**src/rtl/sdac_pkg.sv**
```systemverilog
package sdac_pkg;
  localparam int unsigned WORD_W = 16;
  localparam int unsigned OP_W   = 4;
  localparam int unsigned CNT_W  = $clog2(WORD_W + 2);

  typedef enum logic [OP_W-1:0] {
    OP_WRITE = 4'h0,
    OP_EDGE  = 4'hC,
    OP_CHAIN = 4'hD,
    OP_RDBK  = 4'hE
  } op_e;

  function automatic logic [OP_W-1:0] op_of(input logic [WORD_W-1:0] w);
    return w[WORD_W-1 -: OP_W];
  endfunction

  function automatic logic [CNT_W-1:0] cnt_step(input logic [CNT_W-1:0] n);
    return (n > CNT_W'(WORD_W)) ? n : n + 1'b1;
  endfunction

  function automatic logic len_ok(input logic [CNT_W-1:0] n);
    return n == CNT_W'(WORD_W);
  endfunction
endpackage

```
**src/rtl/sdac_sync.sv**
```systemverilog
module sdac_sync #(
  parameter int unsigned W      = 3,
  parameter int unsigned STAGES = 2,
  parameter logic [W-1:0] RST_VAL = '0
) (
  input  logic         clk,
  input  logic         rst_n,
  input  logic [W-1:0] d,
  output logic [W-1:0] q
);
  logic [STAGES-1:0][W-1:0] stg;

  always_ff @(posedge clk or negedge rst_n) begin
    if (!rst_n) begin
      for (int i = 0; i < int'(STAGES); i++) stg[i] <= RST_VAL;
    end else begin
      stg[0] <= d;
      for (int i = 1; i < int'(STAGES); i++) stg[i] <= stg[i-1];
    end
  end

  assign q = stg[STAGES-1];
endmodule

```
**src/rtl/sdac_edge.sv**
```systemverilog
module sdac_edge (
  input  logic clk,
  input  logic rst_n,
  input  logic sclk_s,
  input  logic frame_s,
  input  logic use_rise,
  output logic sample,
  launch,
  output logic frame_open,
  output logic frame_close,
  output logic in_frame
);
  logic sclk_d, frame_d, rise, fall;

  always_ff @(posedge clk or negedge rst_n) begin
    if (!rst_n) begin
      sclk_d  <= 1'b0;
      frame_d <= 1'b1;
    end else begin
      sclk_d  <= sclk_s;
      frame_d <= frame_s;
    end
  end

  assign rise        = sclk_s & ~sclk_d;
  assign fall        = ~sclk_s & sclk_d;
  assign in_frame    = ~frame_s;
  assign frame_open  = frame_d & ~frame_s;
  assign frame_close = ~frame_d & frame_s;
  assign sample      = in_frame & (use_rise ? rise : fall);
  assign launch      = in_frame & (use_rise ? fall : rise);

  // sampling and launch strobes are never simultaneous
  p_edges_apart_r6: assert property (@(posedge clk) disable iff (!rst_n)
    !(sample && launch));
endmodule

```
**src/rtl/sdac_shift.sv**
```systemverilog
module sdac_shift import sdac_pkg::*; #(
  parameter int unsigned W = WORD_W
) (
  input  logic         clk,
  input  logic         rst_n,
  input  logic         sample,
  input  logic         launch,
  input  logic         frame_open,
  input  logic         frame_close,
  input  logic         bit_in,
  input  logic         preload,
  input  logic [W-1:0] preload_val,
  output logic [W-1:0] rx_word,
  output logic         rx_ok,
  output logic         out_bit
);
  logic [W-1:0]     shreg;
  logic [CNT_W-1:0] cnt;

  always_ff @(posedge clk or negedge rst_n) begin
    if (!rst_n) begin
      shreg   <= '0;
      cnt     <= '0;
      out_bit <= 1'b0;
    end else if (frame_open) begin
      cnt <= '0;
      if (preload) begin
        shreg   <= preload_val;
        out_bit <= preload_val[W-1];
      end else begin
        out_bit <= shreg[W-1];
      end
    end else begin
      if (sample) begin
        shreg <= {shreg[W-2:0], bit_in};
        cnt   <= cnt_step(cnt);
      end
      if (launch) out_bit <= shreg[W-1];
    end
  end

  assign rx_word = shreg;
  assign rx_ok   = frame_close & len_ok(cnt);

  // bit counter saturates just past a full word
  p_cnt_cap_r3: assert property (@(posedge clk) disable iff (!rst_n)
    cnt <= CNT_W'(W + 1));
  // output bit moves only after a launch edge or a frame open
  p_out_on_launch_r6: assert property (@(posedge clk) disable iff (!rst_n)
    !$stable(out_bit) |-> $past(launch || frame_open));
endmodule

```
**src/rtl/sdac_ctrl.sv**
```systemverilog
module sdac_ctrl import sdac_pkg::*; #(
  parameter int unsigned W = WORD_W
) (
  input  logic         clk,
  input  logic         rst_n,
  input  logic         rx_ok,
  input  logic [W-1:0] rx_word,
  input  logic         frame_open,
  input  logic         frame_close,
  output logic [W-1:0] dac_reg,
  output logic         load,
  output logic         use_rise,
  output logic         chain_en,
  output logic         rb_pend,
  output logic         rb_live
);
  always_ff @(posedge clk or negedge rst_n) begin
    if (!rst_n) begin
      dac_reg  <= '0;
      load     <= 1'b0;
      use_rise <= 1'b0;
      chain_en <= 1'b0;
      rb_pend  <= 1'b0;
      rb_live  <= 1'b0;
    end else begin
      load <= 1'b0;
      if (frame_open) begin
        rb_live <= rb_pend;
        rb_pend <= 1'b0;
      end
      if (frame_close) rb_live <= 1'b0;
      if (rx_ok) begin
        case (op_of(rx_word))
          OP_WRITE: begin
            dac_reg <= rx_word;
            load    <= 1'b1;
          end
          OP_EDGE:  use_rise <= rx_word[0];
          OP_CHAIN: chain_en <= rx_word[0];
          OP_RDBK:  rb_pend  <= 1'b1;
          default:  ;
        endcase
      end
    end
  end

  // strobe lasts one cycle
  p_load_pulse_r2: assert property (@(posedge clk) disable iff (!rst_n)
    load |=> !load);
  // register only changes together with the strobe
  p_dac_needs_load_r9: assert property (@(posedge clk) disable iff (!rst_n)
    !$stable(dac_reg) |-> load);
  // a readback frame consumes its request
  p_rb_oneshot_r8: assert property (@(posedge clk) disable iff (!rst_n)
    rb_live |-> !rb_pend);
endmodule

```
**src/rtl/sdac_rx.sv**
```systemverilog
module sdac_rx import sdac_pkg::*; #(
  parameter int unsigned W           = WORD_W,
  parameter int unsigned SYNC_STAGES = 2
) (
  input  logic         clk,
  input  logic         rst_n,
  input  logic         frame_n,
  input  logic         ser_clk,
  input  logic         ser_in,
  output logic [W-1:0] dac_word,
  output logic         load,
  output logic         ser_out
);
  logic         frame_s, sclk_s, din_s;
  logic         sample, launch, frame_open, frame_close, in_frame;
  logic         use_rise, chain_en, rb_pend, rb_live;
  logic [W-1:0] rx_word;
  logic         rx_ok, out_bit;

  sdac_sync #(.W(3), .STAGES(SYNC_STAGES), .RST_VAL(3'b100)) i_sync (
    .clk(clk), .rst_n(rst_n),
    .d({frame_n, ser_clk, ser_in}),
    .q({frame_s, sclk_s, din_s})
  );

  sdac_edge i_edge (
    .clk(clk), .rst_n(rst_n), .sclk_s(sclk_s), .frame_s(frame_s),
    .use_rise(use_rise), .sample(sample), .launch(launch),
    .frame_open(frame_open), .frame_close(frame_close), .in_frame(in_frame)
  );

  sdac_shift #(.W(W)) i_shift (
    .clk(clk), .rst_n(rst_n), .sample(sample), .launch(launch),
    .frame_open(frame_open), .frame_close(frame_close), .bit_in(din_s),
    .preload(rb_pend), .preload_val(dac_word),
    .rx_word(rx_word), .rx_ok(rx_ok), .out_bit(out_bit)
  );

  sdac_ctrl #(.W(W)) i_ctrl (
    .clk(clk), .rst_n(rst_n), .rx_ok(rx_ok), .rx_word(rx_word),
    .frame_open(frame_open), .frame_close(frame_close),
    .dac_reg(dac_word), .load(load), .use_rise(use_rise),
    .chain_en(chain_en), .rb_pend(rb_pend), .rb_live(rb_live)
  );

  assign ser_out = (chain_en | rb_live) & out_bit;

  // a load follows a frame close
  p_load_after_close_r1: assert property (@(posedge clk) disable iff (!rst_n)
    $rose(load) |-> $past(frame_close));
  // no sampling strobe outside a frame
  p_no_sample_idle_r10: assert property (@(posedge clk) disable iff (!rst_n)
    !in_frame |-> !sample);
endmodule

```
**config.mk**
```make
export PLATFORM = sky130hd
export DESIGN_NAME = sdac_rx
export DESIGN_NICKNAME = d
export VERILOG_FILES = /design/src/rtl/sdac_pkg.sv /design/src/rtl/sdac_sync.sv /design/src/rtl/sdac_edge.sv /design/src/rtl/sdac_shift.sv /design/src/rtl/sdac_ctrl.sv /design/src/rtl/sdac_rx.sv
export SDC_FILE = /design/constraint.sdc
export NUM_CORES = 1
export LEC_CHECK = 0
export ABC_CLOCK_PERIOD_IN_PS = 3000
export BUFFER_PORTS_ARGS = -buffer_cell sky130_fd_sc_hd__buf_2
export CAP_MARGIN = 20
export CORE_ASPECT_RATIO = 2
export CORE_UTILIZATION = 40
export DETAILED_ROUTE_END_ITERATION = 8
export HOLD_SLACK_MARGIN = 0.15
export PLACE_DENSITY = 0.57
export SLEW_MARGIN = 30
export SYNTH_ARGS = -nofsm -noshare
export SYNTH_HDL_FRONTEND = slang
export SYNTH_HIERARCHICAL = 1
export SYNTH_SLANG_ARGS = --single-unit
```
**constraint.sdc**
```tcl
create_clock -name clk -period 3 [get_ports clk]
set_clock_uncertainty 0.1 [all_clocks]
set_input_delay 0 -clock clk [delete_from_list [all_inputs] [get_ports clk]]
set_output_delay 0 -clock clk [all_outputs]
set_load 0.01 [all_outputs]
```
==> summary.txt, run 1 <==
Placement
  • RePlAce Congestion: around 0.74
  • DP HPWL: about 2600 um
  • Pre-CTS setup slack: 0.655 ns
  • Cell Area, Placed: around 2300 sq um
  • Placed Instances: approximately 250
  • Input/output buffers: 22

Setup path
  • Critical-path top delay cell: dfstp_2
  • Worst path max stage delay: roughly 0.56 ns
  • Crit path buffers/inverters: 2
  • CP required: 3.08 ns
  • Critical Path Start Type: flop
  • Critical Path AT: approximately 2.4 ns
  • CP Cell Sequence: inv_1 -> nor2_1 -> and4_1 -> nand2b_4 -> nor4_4 -> buf_4 -> mux2_2
  • Reg-to-reg slack, setup: roughly 0.67 ns
  • CP Max Fanout: 10
  • Endpoint class of the critical path: flop
  • CP delay by family, top: simple AND/OR/NAND/NOR gates
  • Critical path class: reg -> reg

Route
  • DRT Pass-1 Iters: 4
  • DR WL/cell: between 10 and 15 um
  • Final ANT Viol Nets: 0
  • Drt drc: 0
  • Vias per inst: 5.21
  • Routed vias: approximately 1400
  • Initial DRC Count: 16
  • Drt total wl: ~3800 um

Logic synthesis
  • Largest cells by area after synthesis: dfrtp_1 (55%), mux2i_1 (8.7%), mux2_2 (7.2%)
  • Mapped cell area: 2190 sq um
  • Area share of the largest cell type after synthesis: 0.549
  • Register area share after synthesis: 0.585
  • Number of synthesized register bits: 51
  • Yosys cell types: 38
  • Mapped Avg Cell Area: 12.2 sq um
  • Yosys top cell by area: dfrtp_1
  • Cells after Synth: ~180
  • Synth warn: 6
  • Fraction of registers with async set or reset after synthesis: 1.00
  • Main synth FF type: dfrtp_1
  • EDFF count, synth: 0
  • Syn Nets: 186

Timing
  • Hold Slack: roughly 0.12 ns
  • Maximum clock rate: approximately 430 MHz
  • Post-route worst setup slack: between 0.6 and 0.7 ns
  • Unrepaired setup endpoints after global routing: no
  • Slew at the pin closest to its max-slew limit: a little over 0.7 ns
  • Setup TNS: 0 ns
  • Tcrit/Tclk final: 0.778
  • Tmin final: approximately 2.3 ns
  • Final setup fails: 0
  • Max-slew headroom: 0.515
  • Slew Limit Fails: 0
  • Final Hold Viols: 0

Pwr
  • Switch share: 0.210
  • Power share of the clock group: 0.399
  • Cell Pwr Density: roughly 550 nW/um^2
  • LEAKAGE: about 1.2 nW
  • Combinational power share: 0.064
  • Flop pwr share: 0.536
  • Peak supply drop: roughly 0.00038 V
  • Tot Pwr: about 1.4 mW
  • Pint: 1.08 mW
  • NetSw: 0.287 mW

CTS
  • TritonCTS Sinks: 51
  • Setup Fix Bufs, Post-CTS: 0
  • Root Driver: clkbuf_8
  • Total CTS buffers: 5
  • Clk_lat worst skew: between 0.2 and 0.3 ns
  • CTS Buffer Depth: 2
  • H-tree depth: 2
  • CTS resizes: 0
  • CTS tree: built
  • Worst-path clk slew: ~0.09 ns

Floorplanning
  • Core area: roughly 5200 sq um
  • I/O pin cnt: 23
  • Die Span X: 54.3 um
  • Die Area: approximately 5800 sq um
  • Initial core utilization: 0.422
  • FP Rows: 37
  • Die Ht: between 100 and 150 um

Cells and area
  • Antenna diodes: 0
  • Most common cell after layout, fill and taps aside: dfrtp_1
  • Post-route cell area: approximately 2500 sq um
  • Layout area overhead: 14.5%
  • Layout Nets: 211
  • Fillers: approximately 500
  • Commonest non-fill, non-tap cells in the layout: dfrtp_1 (48), buf_2 (21), nand2_1 (19)
  • Final Core Density: 0.483
  • Proportion of layout cells with a drive suffix above 1: 0.288
  • Non-filler cells, final: ~260

Global routing
  • Vias in the first global route: between 1000 and 1500
  • Grt ovf: 0
  • Tot GR Track Use: 0.151
  • Initial antenna violation count: 0
  • Largest net degree at the start of global routing: 43
  • First-pass GRT wire length: around 6400 um

Run
  • Max cap viols: 0

Hold path
  • Hold crit path type: in -> async

Run status
  • Status: completed
## cell type report
class	instances	area (sq um)	share of cell area
Clock buffer	6	72.6	0.0290
Clock inverter	2	60.1	0.0240
Timing Repair Buffer	29	175	0.0699
Inverter	7	26.3	0.0105
Sequential cell	51	1280	0.511
Multi-Input combinational cell	110	820	0.327
Tap cell	58	72.6	0.0290
## power by group through the flow
stage	clock, mW	combinational [mW]	sequential [mW]
floorplan	0	0.0607	0.741
global placement	0	0.0841	0.747
detailed placement	0	0.0867	0.749
CTS	0.569	0.0906	0.736
global route	0.587	0.101	0.740
finish	0.547	0.0884	0.736
## synthesized netlist by cell type (all sizes together), types with 2 or more instances
master / number
dfrtp: 48
mux2i: 19
nand2: 19
o21ai: 17
mux2: 14
buf: 10
inv: 7
a21oi: 5
and2b: 5
nand2b: 4
nor2: 4
dfstp: 3
ha: 2
nand3: 2
o22ai: 2
## worst paths after layout
kind / startpoint / to / cells past startpoint
max in group asynchronous: rst_n / i_ctrl/dac_reg[12] / 3
hold reg to reg: i_sync/stg[1] / i_sync/q[1] / 0
hold / removal: rst_n / i_sync/q[0] / 2
setup / recovery: i_sync/q[2] / i_ctrl/dac_reg[7] / 7
min in group clk: ser_clk / i_sync/stg[1] / 2
setup reg to reg: i_sync/q[2] / i_ctrl/dac_reg[7] / 7
## logic make-up (layout without fill, tap and decap cells)
family | count (synthesis) | in the layout | share of synthesized area
buffers and inverters | 18 | 44 | 0.0423
AO/OA/AOI/OAI | 32 | 32 | 0.0863
adder cells (fa/ha/maj) | 2 | 2 | 0.0114
multiplexers | 33 | 33 | 0.159
flip-flops | 51 | 51 | 0.585
AND/OR/NAND/NOR | 43 | 43 | 0.116
## metal layers
metal / wire [um] / GRT usage / part of all wire
met5: 0 / 0 / 0
met1: 1580 / 0.178 / 0.41
met3: 83 / 0.0255 / 0.022
met4: 52 / 0.0549 / 0.014
met2: 2090 / 0.260 / 0.55
## repair_timing
| action | in CTS | in global routing |
|---|---|---|
| hold buffers | 4 | 0 |
| endpoints found under the setup margin | 0 | 0 |
| endpoints found under the hold margin | 41 | 0 |
Note: power is estimated with default switching activity, not from simulation.
==> run 2: changes to the inputs <==
ABC_CLOCK_PERIOD_IN_PS = 2100   (was 3000)
PLACE_DENSITY = 0.59   (was 0.57)
clock period = 2.1 ns   (was 3 ns; I/O delays follow)
==> run 2 against run 1 <==
  * Hold slack improved by 0.11 ns
  * Critical path depth rose by 1
  * Final cell count rose by 3.0%
  * First-iteration DRC count rose by 6.3%
  * Core utilization rose by 1.5 points
  * Setup slack got worse by 0.57 ns
  * Via count rose by 1.7%
  * Critical path type unchanged
  * Critical endpoint is now i_ctrl/dac_reg[2]
  * Highest routed layer unchanged
==> summary.txt, run 2 (synthesized netlist as in run 1, its figures left out) <==
Global routing
  • GRT busiest layer: met2 (unchanged)
  • Met2 Track Usage GR: 0.278 (was 0.260)
  • First-pass GRT wire length: 7100 um (was 6420 um)
  • M1 GR Usage: 0.196 (was 0.178)
  • Met3 Usage GRT: 0.0369 (was 0.0255)
  • Vias in the first global route: 1536 (was 1355)
  • Grt ovf: 0 (unchanged)
  • Tot GR Track Use: 0.170 (was 0.151)
  • Initial antenna violation count: 0 (unchanged)
  • Largest net degree at the start of global routing: 33 (was 43)

Route
  • DRT Pass-1 Iters: 3 (was 4)
  • Drt drc: 0 (unchanged)
  • Initial DRC Count: 17 (was 16)
  • Final ANT Viol Nets: 0 (unchanged)
  • DR WL/cell: 14.9 um (was 14.4 um)
  • Routed vias: 1392 (was 1369)
  • Drt total wl: 4040 um (was 3800 um)
  • Vias per inst: 5.14 (was 5.21)

Cells and area
  • Reg area: 1280 sq um (unchanged)
  • Layout area overhead: 18.1% (was 14.5%)
  • Commonest non-fill, non-tap cells in the layout: dfrtp_1 (48), buf_2 (22), nand2_1 (19) (was dfrtp_1 (48), buf_2 (21), nand2_1 (19))
  • Post-route cell area: 2580 sq um (was 2510 sq um)
  • Most common cell after layout, fill and taps aside: dfrtp_1 (unchanged)
  • Proportion of layout cells with a drive suffix above 1: 0.310 (was 0.288)
  • Antenna diodes: 0 (unchanged)
  • Fillers: 481 (was 490)
  • Multi-input gate area: 828 sq um (was 820 sq um)
  • Layout Nets: 219 (was 211)

Pwr
  • Peak supply drop: 0.000699 V (was 0.000375 V)
  • Cell Pwr Density: 714 nW/um^2 (was 547 nW/um^2)
  • LEAKAGE: 1.22 nW (was 1.17 nW)

CTS
  • Root Driver: clkbuf_8 (unchanged)
  • Worst-path clk slew: 0.09 ns (about the same)
  • CTS Buffer Depth: 2 (unchanged)
  • TritonCTS Sinks: 51 (unchanged)
  • Total CTS buffers: 5 (unchanged)
  • CTS tree: built (unchanged)
  • Clk_lat worst skew: 0.30 ns (was 0.29 ns)
  • H-tree depth: 2 (unchanged)

Timing
  • Final setup fails: 0 (unchanged)
  • Tcrit/Tclk final: 0.955 (was 0.778)
  • Final Hold Viols: 0 (unchanged)
  • Max-slew headroom: 0.682 (was 0.515)
  • Post-route worst setup slack: 0.0940 ns (was 0.666 ns)
  • Slew at the pin closest to its max-slew limit: 0.477 ns (was 0.728 ns)
  • Slew Limit Fails: 0 (unchanged)
  • Tmin final: 2.01 ns (was 2.33 ns)
  • Maximum clock rate: 499 MHz (was 429 MHz)

Setup path
  • Worst path max stage delay: 0.57 ns (was 0.56 ns)
  • Critical-path top delay cell: dfstp_2 (unchanged)
  • Reg-to-reg slack, setup: 0.09 ns (was 0.67 ns)
  • Critical Path Start Type: flop (unchanged)
  • CP Cell Sequence: inv_1 -> nor2_2 -> and4_4 -> nand2b_4 -> nor4_4 -> buf_4 -> buf_12 -> mux2_2 (was inv_1 -> nor2_1 -> and4_1 -> nand2b_4 -> nor4_4 -> buf_4 -> mux2_2)
  • RR Startpoint: i_sync/q[2] (unchanged)
  • RR Endpoint: i_ctrl/dac_reg[2] (was i_ctrl/dac_reg[7])
  • Critical Path AT: 2.10 ns (was 2.42 ns)
  • CP delay by family, top: flip-flops (was simple AND/OR/NAND/NOR gates)
  • Critical path class: reg -> reg (unchanged)
  • CP required: 2.19 ns (was 3.08 ns)
  • Endpoint class of the critical path: flop (unchanged)
  • Worst reg2reg path depth: 8 (was 7)
  • CP Max Fanout: 9 (was 10)
  • Crit path buffers/inverters: 3 (was 2)

Run
  • Max cap viols: 0 (unchanged)

Placement
  • Pre-CTS setup slack: 0.0912 ns (was 0.655 ns)
  • Input/output buffers: 22 (unchanged)
  • RePlAce Congestion: 0.810 (was 0.736)
  • DP HPWL: 2790 um (was 2610 um)
  • Cell Area, Placed: 2380 sq um (was 2330 sq um)

Floorplanning
  • Core area: 5180 sq um (unchanged)
  • Die Area: 5790 sq um (unchanged)
  • I/O pin cnt: 23 (unchanged)
  • Die Span X: 54.3 um (unchanged)
  • Die Ht: 107 um (unchanged)
  • FP Rows: 37 (unchanged)
  • Initial core utilization: 0.422 (unchanged)

Hold path
  • Hold Path Depth: 2
  • Hold crit path type: in -> reg (was in -> async)
  • Hold endpoint: i_sync/stg[0]
  • Worst Hold Launch: ser_in

Run status
  • Status: completed (unchanged)
## run 2: changes by cell type in the layout (fill, tap and decap cells not counted)
cell            previous run  this run
bufinv_16                  2         1
and4_1                     1         0
nor2_1                     4         3
mux2_4                     0         1
dlymetal6s4s_1             0         1
buf_4                      4         7
clkbuf_1                   1         2
clkbuf_16                  0         1
and4_4                     0         1
nor2_2                     0         1
mux2_2                    14        13
buf_2                     21        22
buf_12                     0         1
dlygate4sd3_1              4         5
## run 2: worst max-delay path by stage
stage                     slack (ns)   startpoint           endpoint  cells past startpoint
final                           0.09  i_sync/q[2]  i_ctrl/dac_reg[2]                      8
after global routing          -0.008  i_sync/q[2]  i_ctrl/dac_reg[5]                      8
after CTS                       0.05        rst_n    i_ctrl/use_rise                      4
after detailed placement        0.09  i_sync/q[2]  i_ctrl/dac_reg[2]                      7
after global placement          0.14  i_sync/q[2]  i_ctrl/dac_reg[9]                      7
after floorplan                -0.03  i_sync/q[2]  i_ctrl/dac_reg[0]                      8
## run 2: worst register-to-register path, cell delays in order (launching register included)
cell and delay (ns):
dfstp_2 0.57, inv_1 0.05, nor2_2 0.09, and4_4 0.25, nand2b_4 0.07, nor4_4 0.12, buf_4 0.18, buf_12 0.13
mux2_2 0.33
## run 2: layer usage
layer / share of wire / vias up
li1: - / 678
met1: 0.40 / 686
met2: 0.55 / 19
met3: 0.027 / 9
met4: 0.027 / 0
met5: 0 / -
## run 2: area by class of cell
class,count,share of cell area
inverter,7,0.0102
tap,58,0.0281
clock buffer,7,0.0295
sequential,51,0.495
multi-input combinational,110,0.321
timing repair buffer,37,0.105
clock inverter,1,0.0116
## run 2: what timing repair did
item	in CTS	in global routing
resized for setup	0	3
setup buffers	0	1
hold buffers	6	0
endpoints found under the setup margin	0	20
hold endpoints to repair	53	0
## run 2: power by group
group	leakage [nW]	internal [mW]	switching (mW)	total, mW
combinational	0.478	0.0592	0.0748	0.134
clock	0.0524	0.356	0.300	0.657
sequential	0.685	1.02	0.0331	1.05
total	1.22	1.44	0.408	1.84
## run 2: per-stage QoR
step | hold WS, ns | setup TNS [ns] | power, mW | utilization | std cells
2_1_floorplan | -0.396 | -0.105 | 1.15 | - | 179
3_3_place_gp | -0.0596 | 0 | 1.19 | 0.458 | 255
3_5_place_dp | -0.0511 | 0 | 1.20 | 0.458 | 255
4_1_cts | 0.230 | 0 | 1.87 | 0.491 | 269
5_1_grt | 0.235 | -0.0212 | 1.94 | 0.498 | 271
6_report | 0.237 | 0 | 1.84 | 0.498 | 271
